## config.mk

```make
export PLATFORM = sky130hd
export DESIGN_NAME = rtc_status_flags
export DESIGN_NICKNAME = d
export VERILOG_FILES = /design/src/rtl/rsf_pkg.sv /design/src/rtl/rsf_supply_mon.sv /design/src/rtl/rsf_flag_bank.sv /design/src/rtl/rsf_ctrl_reg.sv /design/src/rtl/rtc_status_flags.sv
export SDC_FILE = /design/constraint.sdc
export NUM_CORES = 1
export LEC_CHECK = 0
export ABC_AREA = 1
export BUFFER_PORTS_ARGS = -buffer_cell sky130_fd_sc_hd__buf_2
export CAP_MARGIN = 5
export CORE_AREA = 2 2 39 41
export DETAILED_ROUTE_END_ITERATION = 12
export DIE_AREA = 0 0 41 43
export HOLD_SLACK_MARGIN = 0.15
export MAX_ROUTING_LAYER = met4
export PLACE_DENSITY = 0.64
export SYNTH_ARGS = -nofsm -noshare
export SYNTH_HDL_FRONTEND = slang
export SYNTH_SLANG_ARGS = --single-unit
```

## constraint.sdc

```tcl
create_clock -name clk -period 0.8 [get_ports clk]
set_input_delay 0.08 -clock clk [delete_from_list [all_inputs] [get_ports clk]]
set_output_delay 0.08 -clock clk [all_outputs]
set_load 0.01 [all_outputs]
```

## src/rtl/rsf_pkg.sv

```systemverilog
package rsf_pkg;
    typedef enum logic {
        SEL_STATUS = 1'b0,
        SEL_CTRL   = 1'b1
    } reg_sel_e;
endpackage

```

## src/rtl/rsf_supply_mon.sv

```systemverilog
module rsf_supply_mon #(
    parameter int SYNC_STAGES = 2
) (
    input  logic clk,
    input  logic rst_n,
    input  logic main_ok_i,
    input  logic bat_ok_i,
    input  logic rtc_wr_i,
    output logic clk_fail_o
);
    localparam int SW = SYNC_STAGES;

    typedef struct packed {
        logic [SW-1:0] msh;
        logic [SW-1:0] bsh;
        logic          dead;
        logic          fail;
    } st_t;

    st_t  st_d, st_q;
    logic main_s, bat_s, both_off, restore;

    assign main_s   = st_q.msh[SW-1];
    assign bat_s    = st_q.bsh[SW-1];
    assign both_off = !main_s && !bat_s;
    assign restore  = st_q.dead && !both_off;

    always_comb begin
        st_d      = st_q;
        st_d.msh  = (st_q.msh << 1) | SW'(main_ok_i);
        st_d.bsh  = (st_q.bsh << 1) | SW'(bat_ok_i);
        st_d.dead = both_off;
        if (restore)       st_d.fail = 1'b1;
        else if (rtc_wr_i) st_d.fail = 1'b0;
    end

    always_ff @(posedge clk or negedge rst_n) begin
        if (!rst_n) begin
            st_q.msh  <= '1;
            st_q.bsh  <= '1;
            st_q.dead <= 1'b0;
            st_q.fail <= 1'b1;
        end else begin
            st_q <= st_d;
        end
    end

    assign clk_fail_o = st_q.fail;


    fail_needs_dead_chk: assert property (@(posedge clk) disable iff (!rst_n)
        $rose(st_q.fail) |-> $past(st_q.dead));

    fail_clear_chk: assert property (@(posedge clk) disable iff (!rst_n)
        (rtc_wr_i && !restore) |=> !st_q.fail);

    dead_needs_both_chk: assert property (@(posedge clk) disable iff (!rst_n)
        (main_s || bat_s) |=> !st_q.dead);
endmodule

```

## src/rtl/rsf_flag_bank.sv

```systemverilog
module rsf_flag_bank #(
    parameter int NFLAG = 4
) (
    input  logic             clk,
    input  logic             rst_n,
    input  logic [NFLAG-1:0] evt_i,
    input  logic             clr_all_i,
    input  logic             mask_wr_i,
    input  logic [NFLAG-1:0] keep_i,
    output logic [NFLAG-1:0] flags_o
);
    logic [NFLAG-1:0] fl_d, fl_q;

    always_comb begin
        for (int i = 0; i < NFLAG; i++) begin
            fl_d[i] = fl_q[i];
            if (clr_all_i)              fl_d[i] = 1'b0;
            if (mask_wr_i && !keep_i[i]) fl_d[i] = 1'b0;
            if (evt_i[i])               fl_d[i] = 1'b1;
        end
    end

    always_ff @(posedge clk or negedge rst_n) begin
        if (!rst_n) fl_q <= '0;
        else        fl_q <= fl_d;
    end

    assign flags_o = fl_q;

    for (genvar g = 0; g < NFLAG; g++) begin : g_chk

        evt_sets_chk: assert property (@(posedge clk) disable iff (!rst_n)
            evt_i[g] |=> flags_o[g]);

        sticky_chk: assert property (@(posedge clk) disable iff (!rst_n)
            (flags_o[g] && !clr_all_i && !(mask_wr_i && !keep_i[g])) |=> flags_o[g]);

        auto_clr_chk: assert property (@(posedge clk) disable iff (!rst_n)
            (clr_all_i && !evt_i[g]) |=> !flags_o[g]);

        no_spont_set_chk: assert property (@(posedge clk) disable iff (!rst_n)
            (!flags_o[g] && !evt_i[g]) |=> !flags_o[g]);
    end
endmodule

```

## src/rtl/rsf_ctrl_reg.sv

```systemverilog
module rsf_ctrl_reg #(
    parameter int DATA_W   = 8,
    parameter int AUTO_BIT = 7
) (
    input  logic              clk,
    input  logic              rst_n,
    input  logic              wr_i,
    input  logic [DATA_W-1:0] wdata_i,
    output logic              auto_o
);
    logic auto_d, auto_q;

    always_comb begin
        auto_d = auto_q;
        if (wr_i) auto_d = wdata_i[AUTO_BIT];
    end

    always_ff @(posedge clk or negedge rst_n) begin
        if (!rst_n) auto_q <= 1'b0;
        else        auto_q <= auto_d;
    end

    assign auto_o = auto_q;


    ctrl_hold_chk: assert property (@(posedge clk) disable iff (!rst_n)
        !wr_i |=> $stable(auto_q));
endmodule

```

## src/rtl/rtc_status_flags.sv

```systemverilog
module rtc_status_flags #(
    parameter int NFLAG       = 4,
    parameter int DATA_W      = 8,
    parameter int AUTO_BIT    = 7,
    parameter int SYNC_STAGES = 2
) (
    input  logic              clk,
    input  logic              rst_n,
    input  logic              main_ok_i,
    input  logic              bat_ok_i,
    input  logic [NFLAG-1:0]  evt_i,
    input  logic              stat_rd_i,
    input  logic              rtc_wr_i,
    input  logic              reg_wr_i,
    input  logic              reg_sel_i,
    input  logic [DATA_W-1:0] reg_wdata_i,
    output logic [NFLAG-1:0]  flags_o,
    output logic              clk_fail_o,
    output logic              auto_clr_o
);
    import rsf_pkg::*;

    logic stat_wr, ctrl_wr, clr_all;

    assign stat_wr = reg_wr_i && (reg_sel_e'(reg_sel_i) == SEL_STATUS);
    assign ctrl_wr = reg_wr_i && (reg_sel_e'(reg_sel_i) == SEL_CTRL);
    assign clr_all = stat_rd_i && auto_clr_o;

    rsf_ctrl_reg #(.DATA_W(DATA_W), .AUTO_BIT(AUTO_BIT)) u_ctrl (
        .clk     (clk),
        .rst_n   (rst_n),
        .wr_i    (ctrl_wr),
        .wdata_i (reg_wdata_i),
        .auto_o  (auto_clr_o)
    );

    rsf_flag_bank #(.NFLAG(NFLAG)) u_flags (
        .clk       (clk),
        .rst_n     (rst_n),
        .evt_i     (evt_i),
        .clr_all_i (clr_all),
        .mask_wr_i (stat_wr),
        .keep_i    (reg_wdata_i[NFLAG-1:0]),
        .flags_o   (flags_o)
    );

    rsf_supply_mon #(.SYNC_STAGES(SYNC_STAGES)) u_supply (
        .clk        (clk),
        .rst_n      (rst_n),
        .main_ok_i  (main_ok_i),
        .bat_ok_i   (bat_ok_i),
        .rtc_wr_i   (rtc_wr_i),
        .clk_fail_o (clk_fail_o)
    );


    no_auto_read_chk: assert property (@(posedge clk) disable iff (!rst_n)
        (stat_rd_i && !auto_clr_o && !reg_wr_i && evt_i == '0) |=> $stable(flags_o));

    fail_keep_chk: assert property (@(posedge clk) disable iff (!rst_n)
        (clk_fail_o && !rtc_wr_i) |=> clk_fail_o);
endmodule

```

==> flow_summary_export.csv, run 1 <==
group,metric,value,unit
synthesis,synth_area_leaders,"dfrtp_1 35%, dfstp_2 30%, inv_1 12%, nand2_1 9.5%, nand3_1 5.8%",
critical_path,arrival,0.91,ns
detailed_routing,wire_per_inst,10.43,um
placed_design,io_buffers,22,
timing,final.setup.tns,-0.5897,ns
clock_network,clkSlewWorstSetupHoldPaths,0.07,ns
final_layout,final_nets,113,
power,p_leak,0.4377,nW
floorplan,ios,26,
placed_design,place.detailed.hpwl,620.6,um
timing,worstMarginPinSlew,0.2471,ns
floorplan,die_h,43,um
synthesis,synthDistinctLibCells,8,
detailed_routing,postRouteWirelength,1126,um
critical_path,required,0.72,ns
detailed_routing,ant_nets,0,
critical_path,slowest_stage,"dfstp_2",
synthesis,syn-cell-area,434.2,um2
synthesis,ys_warn_count,0,
critical_path,cpPeakStageDelay,0.54,ns
synthesis,synth_top_family_by_area,"simple AND/OR/NAND/NOR gates",
timing,hold_slack,0.1483,ns
critical_path,r2r_setup_slack,-0.01,ns
floorplan,core_area,1384,um2
min_path,hold_path.class,"in -> reg",
global_route,grt_pass1_vias,435,
clock_network,clockBufferDepth,2,
timing,slew_headroom,0.8353,
synthesis,yosys_register_bits,11,
global_route,overflow,0,
final_layout,drive_gt1_frac,0.4457,
global_route,grt_max_degree,12,
clock_network,clock-sinks,11,
critical_path,startpoint_type,"flop",
critical_path,cp_num_buf_inv,1,
detailed_routing,drtIter0Drc,2,
status,status,"complete, but fails checks",
floorplan,die_w,41,um
global_route,grt.total_usage,0.1439,
floorplan,design.die.area,1763,um2
floorplan,num_rows,14,
power,pwr_density_cell,1636,nW/um2
final_layout,fin_util,0.5823,
synthesis,synth-xor-area-share,0,
detailed_routing,via_per_inst,4.389,
synthesis,synth_nets,68,
timing,final.setup.worst_slack,-0.1858,ns
global_route,grt_pass1_wl,1593,um
critical_path,critPathMaxFanout,2,
critical_path,cpLargestDelayFamily,"flip-flops",
floorplan,start_util,0.3137,
detailed_routing,vias,474,
power,ir_worst_vdd,787.5,uV
run,maxCapViolCount,0,
critical_path,crit_type,"reg -> out",
clock_network,worstSkewPairLatency,0.27,ns
clock_network,cts_root_buffer,"clkbuf_4",
placed_design,routabilityCongestion,0.7464,
clock_network,cts_tree,"built",
timing,clock_skew,0.0002118,ns
global_route,antenna_found_initial,0,
timing,drv_slew,0,
clock_network,cts-buffers-inserted,3,
synthesis,synth.area.mux_share,0,
timing,setup_viol,9,
clock_network,htreeDepth,1,
synthesis,syn_inst,48,
synthesis,synth_seq_area_share,0.6484,
synthesis,postSynthAreaPerCell,9.045,um2
synthesis,yosysTopAreaCell,"dfrtp_1",
timing,period_needed,0.9858,ns
timing,finalHoldViolCount,0,
final_layout,nFillCells,132,
timing,min_period_over_period,1.232,
synthesis,synthSimpleGateAreaFrac,0.1614,
final_layout,area_growth,85.59,%
detailed_routing,drcViolationCount,0,
timing,fmax,1.014,GHz
detailed_routing,drt_first_pass_iters,4,
critical_path,cp_cell_sequence,"buf_6",
synthesis,synth_fa_ha_area_frac,0,
synthesis,synth_top_cell_area_share,0.3458,
status,violations,"negative setup slack",
critical_path,crit_path_end_kind,"output pin",
timing,rsz0062_at_grt,"true",
final_layout,diodes,0,
synthesis,synth_compound_area_frac,0.06916,
## power breakdown
group / total (W) / switching [W] / internal [W]
Sequential: 0.000633 / 0.0000223 / 0.000611
Combinational: 0.000302 / 0.000132 / 0.000171
Clock: 0.000382 / 0.000197 / 0.000185
Total: 0.00132 / 0.000351 / 0.000966
## per-stage QoR
stage / total power [W] / cell area (um2) / setup WS [ns] / std cells
4_1_cts: 0.001307 / 774.5 / -0.2026 / 106
3_3_place_gp: 0.0008115 / 564.3 / 0.05739 / 86
2_1_floorplan: 0.0007206 / 434.2 / 0.03225 / 48
6_report: 0.001318 / 805.8 / -0.1858 / 108
3_5_place_dp: 0.0008182 / 564.3 / 0.01790 / 86
5_1_grt: 0.001399 / 805.8 / -0.2258 / 108
## worst reg2reg max path: cells and delay by family, from the launching register on
| family | cells | cell delay [ns] |
|---|---|---|
| DFF | 1 | 0.40 |
| buffers and inverters | 1 | 0.14 |
| and+or+nand+nor | 2 | 0.10 |
| AOI/OAI and AO/OA | 1 | 0.12 |
## placed cells by master, fill, tap and decap left out
cell           count
a21oi_2            4
buf_2             19
buf_4              3
buf_6              3
clkbuf_4           3
clkinv_2           1
dfrtp_1            6
dfstp_2            5
dlygate4sd3_1     15
inv_1             13
inv_2              1
nand2_1           10
nand2_2            1
nand3_1            4
nand3_2            1
nor2_1             1
o21ai_0            1
o21ai_1            1
## final cells by class
cell class,instances,area (um2),area share
clock buffer,3,22.52,0.02795
clock inverter,1,5.005,0.006211
inverter,14,52.55,0.06522
multi-input combinational,23,122.6,0.1522
sequential,11,281.5,0.3494
tap,16,20.02,0.02484
timing repair buffer,40,301.5,0.3742
## logic make-up after synthesis
kind of cell           after synthesis
buffers and inverters               14
DFF                                 11
and+or+nand+nor                     17
AOI/OAI and AO/OA                    6
## sequential cells by signal, summed over array words and instances (netlist names)
register / count
u_ctrl.auto_o: 1
u_flags.flags_o: 4
u_supply.bat_s: 1
u_supply.clk_fail_o: 1
u_supply.main_s: 1
u_supply.st_q: 3
## synth_stat cells
cell / instances
a21oi_1: 4
dfrtp_1: 6
dfstp_2: 5
inv_1: 14
nand2_1: 11
nand3_1: 5
nor2_1: 1
o21ai_0: 2
## path summary, 6_finish.rpt
| check | startpoint | cells after the start | to |
|---|---|---|---|
| min reg2reg | u_supply.st_q[4]$_DFF_PN1_ | 0 | u_supply.main_s$_DFF_PN1_ |
| min | stat_rd_i | 4 | u_flags.flags_o[3]$_DFFE_PN0P_ |
| min in group asynchronous | rst_n | 2 | u_flags.flags_o[2]$_DFFE_PN0P_ |
| max reg2reg | u_ctrl.auto_o$_DFFE_PN0P_ | 4 | u_flags.flags_o[3]$_DFFE_PN0P_ |
| max in group asynchronous | rst_n | 2 | u_supply.main_s$_DFF_PN1_ |
| max | u_supply.clk_fail_o$_DFFE_PN1P_ | 1 | clk_fail_o |
## layer usage
metal  wire [um]  global-route usage  part of all wire  up-vias
met5           0                   -                 0        -
met2         617              0.2344              0.55       23
met3          61             0.03141             0.054        4
li1            -                   -                 -      231
met1         421              0.1409              0.37      216
met4          25              0.1000             0.022        0
## what timing repair did
action / CTS / global route
hold buffers: 15 / 0
resized for setup: 7 / 5
gates cloned: 0 / 0
setup endpoints to repair: 7 / 11
pin swaps: 0 / 1
buffers inserted: 1 / 2
hold endpoints to repair: 19 / 0
No activity file was read; power rests on OpenSTA's default activity.
==> run 2, diff against run 1 <==
--- a/config.mk
+++ b/config.mk
@@ -8,12 +8,14 @@
 export ABC_AREA = 1
 export BUFFER_PORTS_ARGS = -buffer_cell sky130_fd_sc_hd__buf_2
 export CAP_MARGIN = 5
-export CORE_AREA = 2 2 39 41
+export CELL_PAD_IN_SITES_DETAIL_PLACEMENT = 1
+export CELL_PAD_IN_SITES_GLOBAL_PLACEMENT = 1
+export CORE_MARGIN = 2
+export CORE_UTILIZATION = 25
 export DETAILED_ROUTE_END_ITERATION = 12
-export DIE_AREA = 0 0 41 43
 export HOLD_SLACK_MARGIN = 0.15
 export MAX_ROUTING_LAYER = met4
-export PLACE_DENSITY = 0.64
+export PLACE_DENSITY = 0.7
 export SYNTH_ARGS = -nofsm -noshare
 export SYNTH_HDL_FRONTEND = slang
 export SYNTH_SLANG_ARGS = --single-unit
==> run 2 against run 1 <==
  * The run still ends with negative setup slack left
  * Worst setup slack got worse by 0.0055 ns
  * Global-route usage rose by 0.38 points
  * Final cell count rose by 1.9%
  * First-iteration DRC count rose by 50%
  * Critical path depth did not move
  * Worst hold slack improved by 0.031 ns
  * Sequential cell count did not move
  * Wire length rose by 22%
  * Die area rose by 18%
  * Critical path type unchanged
==> flow_summary_export.csv, run 2 (same netlist as run 1, synthesis figures left out) <==
group,metric,value,unit
floorplan,num_rows,15,
detailed_routing,top_layer,"met4",
critical_path,cp.depth,1,
critical_path,arrival,0.91,ns
clock_network,cts_tree,"built",
placed_design,place.detailed.hpwl,739.6,um
global_route,grt_pass1_vias,468,
critical_path,cp_cell_sequence,"buf_6",
timing,final.setup.tns,-0.8243,ns
timing,slew_headroom,0.8378,
power,seqPwrFrac,0.484,
placed_design,dp.cells,87,
global_route,grt.total_usage,0.1477,
floorplan,design.die.area,2086,um2
global_route,antenna_found_initial,0,
detailed_routing,via_per_inst,4.264,
power,pwr_density_cell,1615,nW/um2
global_route,grt_pass1_wl,1980,um
final_layout,drive_gt1_frac,0.4194,
critical_path,startpoint_type,"flop",
critical_path,worst_r2r_startpoint,"u_ctrl.auto_o$_DFFE_PN0P_",
power,power,0.001322,W
clock_network,clockBufferDepth,2,
timing,setup_viol,10,
detailed_routing,postRouteWirelength,1375,um
min_path,whs_path_depth,4,
clock_network,clkSlewWorstSetupHoldPaths,0.07,ns
detailed_routing,drcViolationCount,0,
floorplan,core_area,1670,um2
final_layout,diodes,0,
timing,final.setup.worst_slack,-0.1913,ns
clock_network,worstSkewPairLatency,0.26,ns
power,ir_worst_vdd,1078,uV
timing,fmax,1.009,GHz
floorplan,die_h,45.68,um
detailed_routing,drtIter0Drc,3,
final_layout,instances_no_fill,110,
critical_path,cpPeakStageDelay,0.55,ns
detailed_routing,drt_first_pass_iters,4,
detailed_routing,met3_length,51,um
detailed_routing,vias,469,
power,pwr-share-clk,0.280,
final_layout,layout_commonest_cell,"buf_2",
final_layout,final_cell_mix,"20 x buf_2, 16 x dlygate4sd3_1, 14 x inv_1, 10 x nand2_1",
placed_design,io_buffers,22,
detailed_routing,met2WireLength,773,um
timing,finalHoldViolCount,0,
critical_path,r2r_end,"u_flags.flags_o[3]$_DFFE_PN0P_",
power,pwr-share-comb,0.235,
timing,period_needed,0.9913,ns
final_layout,final_nets,114,
critical_path,crit_path_end_kind,"output pin",
critical_path,cpLargestDelayFamily,"flip-flops",
clock_network,htreeDepth,1,
detailed_routing,wire_per_inst,12.50,um
floorplan,ios,26,
detailed_routing,ant_nets,0,
final_layout,nFillCells,188,
critical_path,reg2reg_depth,4,
final_layout,area_growth,88.47,%
critical_path,cp_num_buf_inv,1,
global_route,overflow,0,
min_path,hold_path.class,"in -> reg",
status,violations,"negative setup slack",
power,switching_share,0.2603,
power,p_leak,0.4471,nW
run,maxCapViolCount,0,
critical_path,startpoint,"u_supply.clk_fail_o$_DFFE_PN1P_",
clock_network,cts-buffers-inserted,3,
timing,min_period_over_period,1.239,
clock_network,clock-sinks,11,
timing,rsz0062_at_grt,"true",
critical_path,r2r_setup_slack,-0.08,ns
timing,clock_skew,0.003806,ns
critical_path,crit_type,"reg -> out",
global_route,grt_max_degree,12,
placed_design,routabilityCongestion,0.6951,
critical_path,required,0.72,ns
floorplan,die_w,45.68,um
timing,drv_slew,0,
power,p_int,0.0009775,W
floorplan,start_util,0.2599,
critical_path,slowest_stage,"dfstp_2",
critical_path,crit_path_end,"clk_fail_o",
final_layout,largest_register_ffs,4,
critical_path,critPathMaxFanout,2,
status,status,"complete, but fails checks",
power,switchingPower,0.0003440,W
clock_network,cts_root_buffer,"clkbuf_4",
detailed_routing,wl_met1,531,um
timing,worstMarginPinSlew,0.2433,ns
run 2: cell types whose count changed in the layout (fill, tap and decap cells not counted), sizes merged:
cell,previous run,this run
clkbuf,3,4
dlygate4sd3,15,16
dlymetal6s4s,0,1
buf,25,24
clkinv,1,0
run 2: power groups by stage:
stage | logic, W | registers (W) | clock network (W)
after global placement | 0.000168 | 0.000645 | 0
after detailed placement | 0.000176 | 0.000649 | 0
final | 0.000311 | 0.000640 | 0.000371
after global routing | 0.000347 | 0.000643 | 0.000421
after floorplan | 0.0000617 | 0.000659 | 0
after CTS | 0.000292 | 0.000638 | 0.000390
run 2: worst reg2reg max path, cell delays in order, from the launching register on:
cell and delay, ns:
dfrtp_2 0.43, buf_6 0.15, a21oi_2 0.13, nand2_1 0.06, nand2_1 0.05
run 2: worst min path at each step:
stage | slack (ns) | to | startpoint
after floorplan | -0.22 | u_ctrl.auto_o$_DFFE_PN0P_ | rst_n
after global placement | -0.05 | u_flags.flags_o[2]$_DFFE_PN0P_ | rst_n
after detailed placement | -0.04 | u_flags.flags_o[2]$_DFFE_PN0P_ | rst_n
after CTS | 0.16 | u_flags.flags_o[3]$_DFFE_PN0P_ | stat_rd_i
after global routing | 0.19 | u_flags.flags_o[1]$_DFFE_PN0P_ | stat_rd_i
final | 0.18 | u_flags.flags_o[1]$_DFFE_PN0P_ | stat_rd_i
run 2: stage by stage:
| step | setup WS, ns | hold WS (ns) | util | area, um2 |
|---|---|---|---|---|
| finish | -0.1913 | 0.1791 | 0.4899 | 818.3 |
| global route | -0.2216 | 0.1853 | 0.4899 | 818.3 |
| CTS | -0.1912 | 0.1592 | 0.4802 | 802.0 |
| detailed placement | 0.02305 | -0.04308 | 0.3386 | 565.5 |
| global placement | 0.04929 | -0.04568 | 0.3386 | 565.5 |
| floorplan | 0.03225 | -0.2156 | - | 434.2 |
run 2: area by class of cell:
class	count	area, um2	share of cell area
Clock buffer	4	26.28	0.03211
Inverter	14	52.55	0.06422
Multi-Input combinational cell	23	121.4	0.1483
Sequential cell	11	282.8	0.3456
Tap cell	17	21.27	0.02599
Timing Repair Buffer	41	314.1	0.3838
run 2: layer usage:
metal | global-route usage | up-vias
met3 | 0.07540 | 2
met2 | 0.2451 | 15
met1 | 0.1520 | 221
met5 | - | -
li1 | - | 231
met4 | 0.04118 | 0
run 2: what timing repair did:
| item | CTS | global route |
|---|---|---|
| hold buffers | 17 | 0 |
| buffers inserted | 1 | 1 |
| endpoints found under the hold margin | 19 | 0 |
| pin swaps | 0 | 1 |
| endpoints found under the setup margin | 7 | 12 |
| gates resized for setup | 8 | 4 |
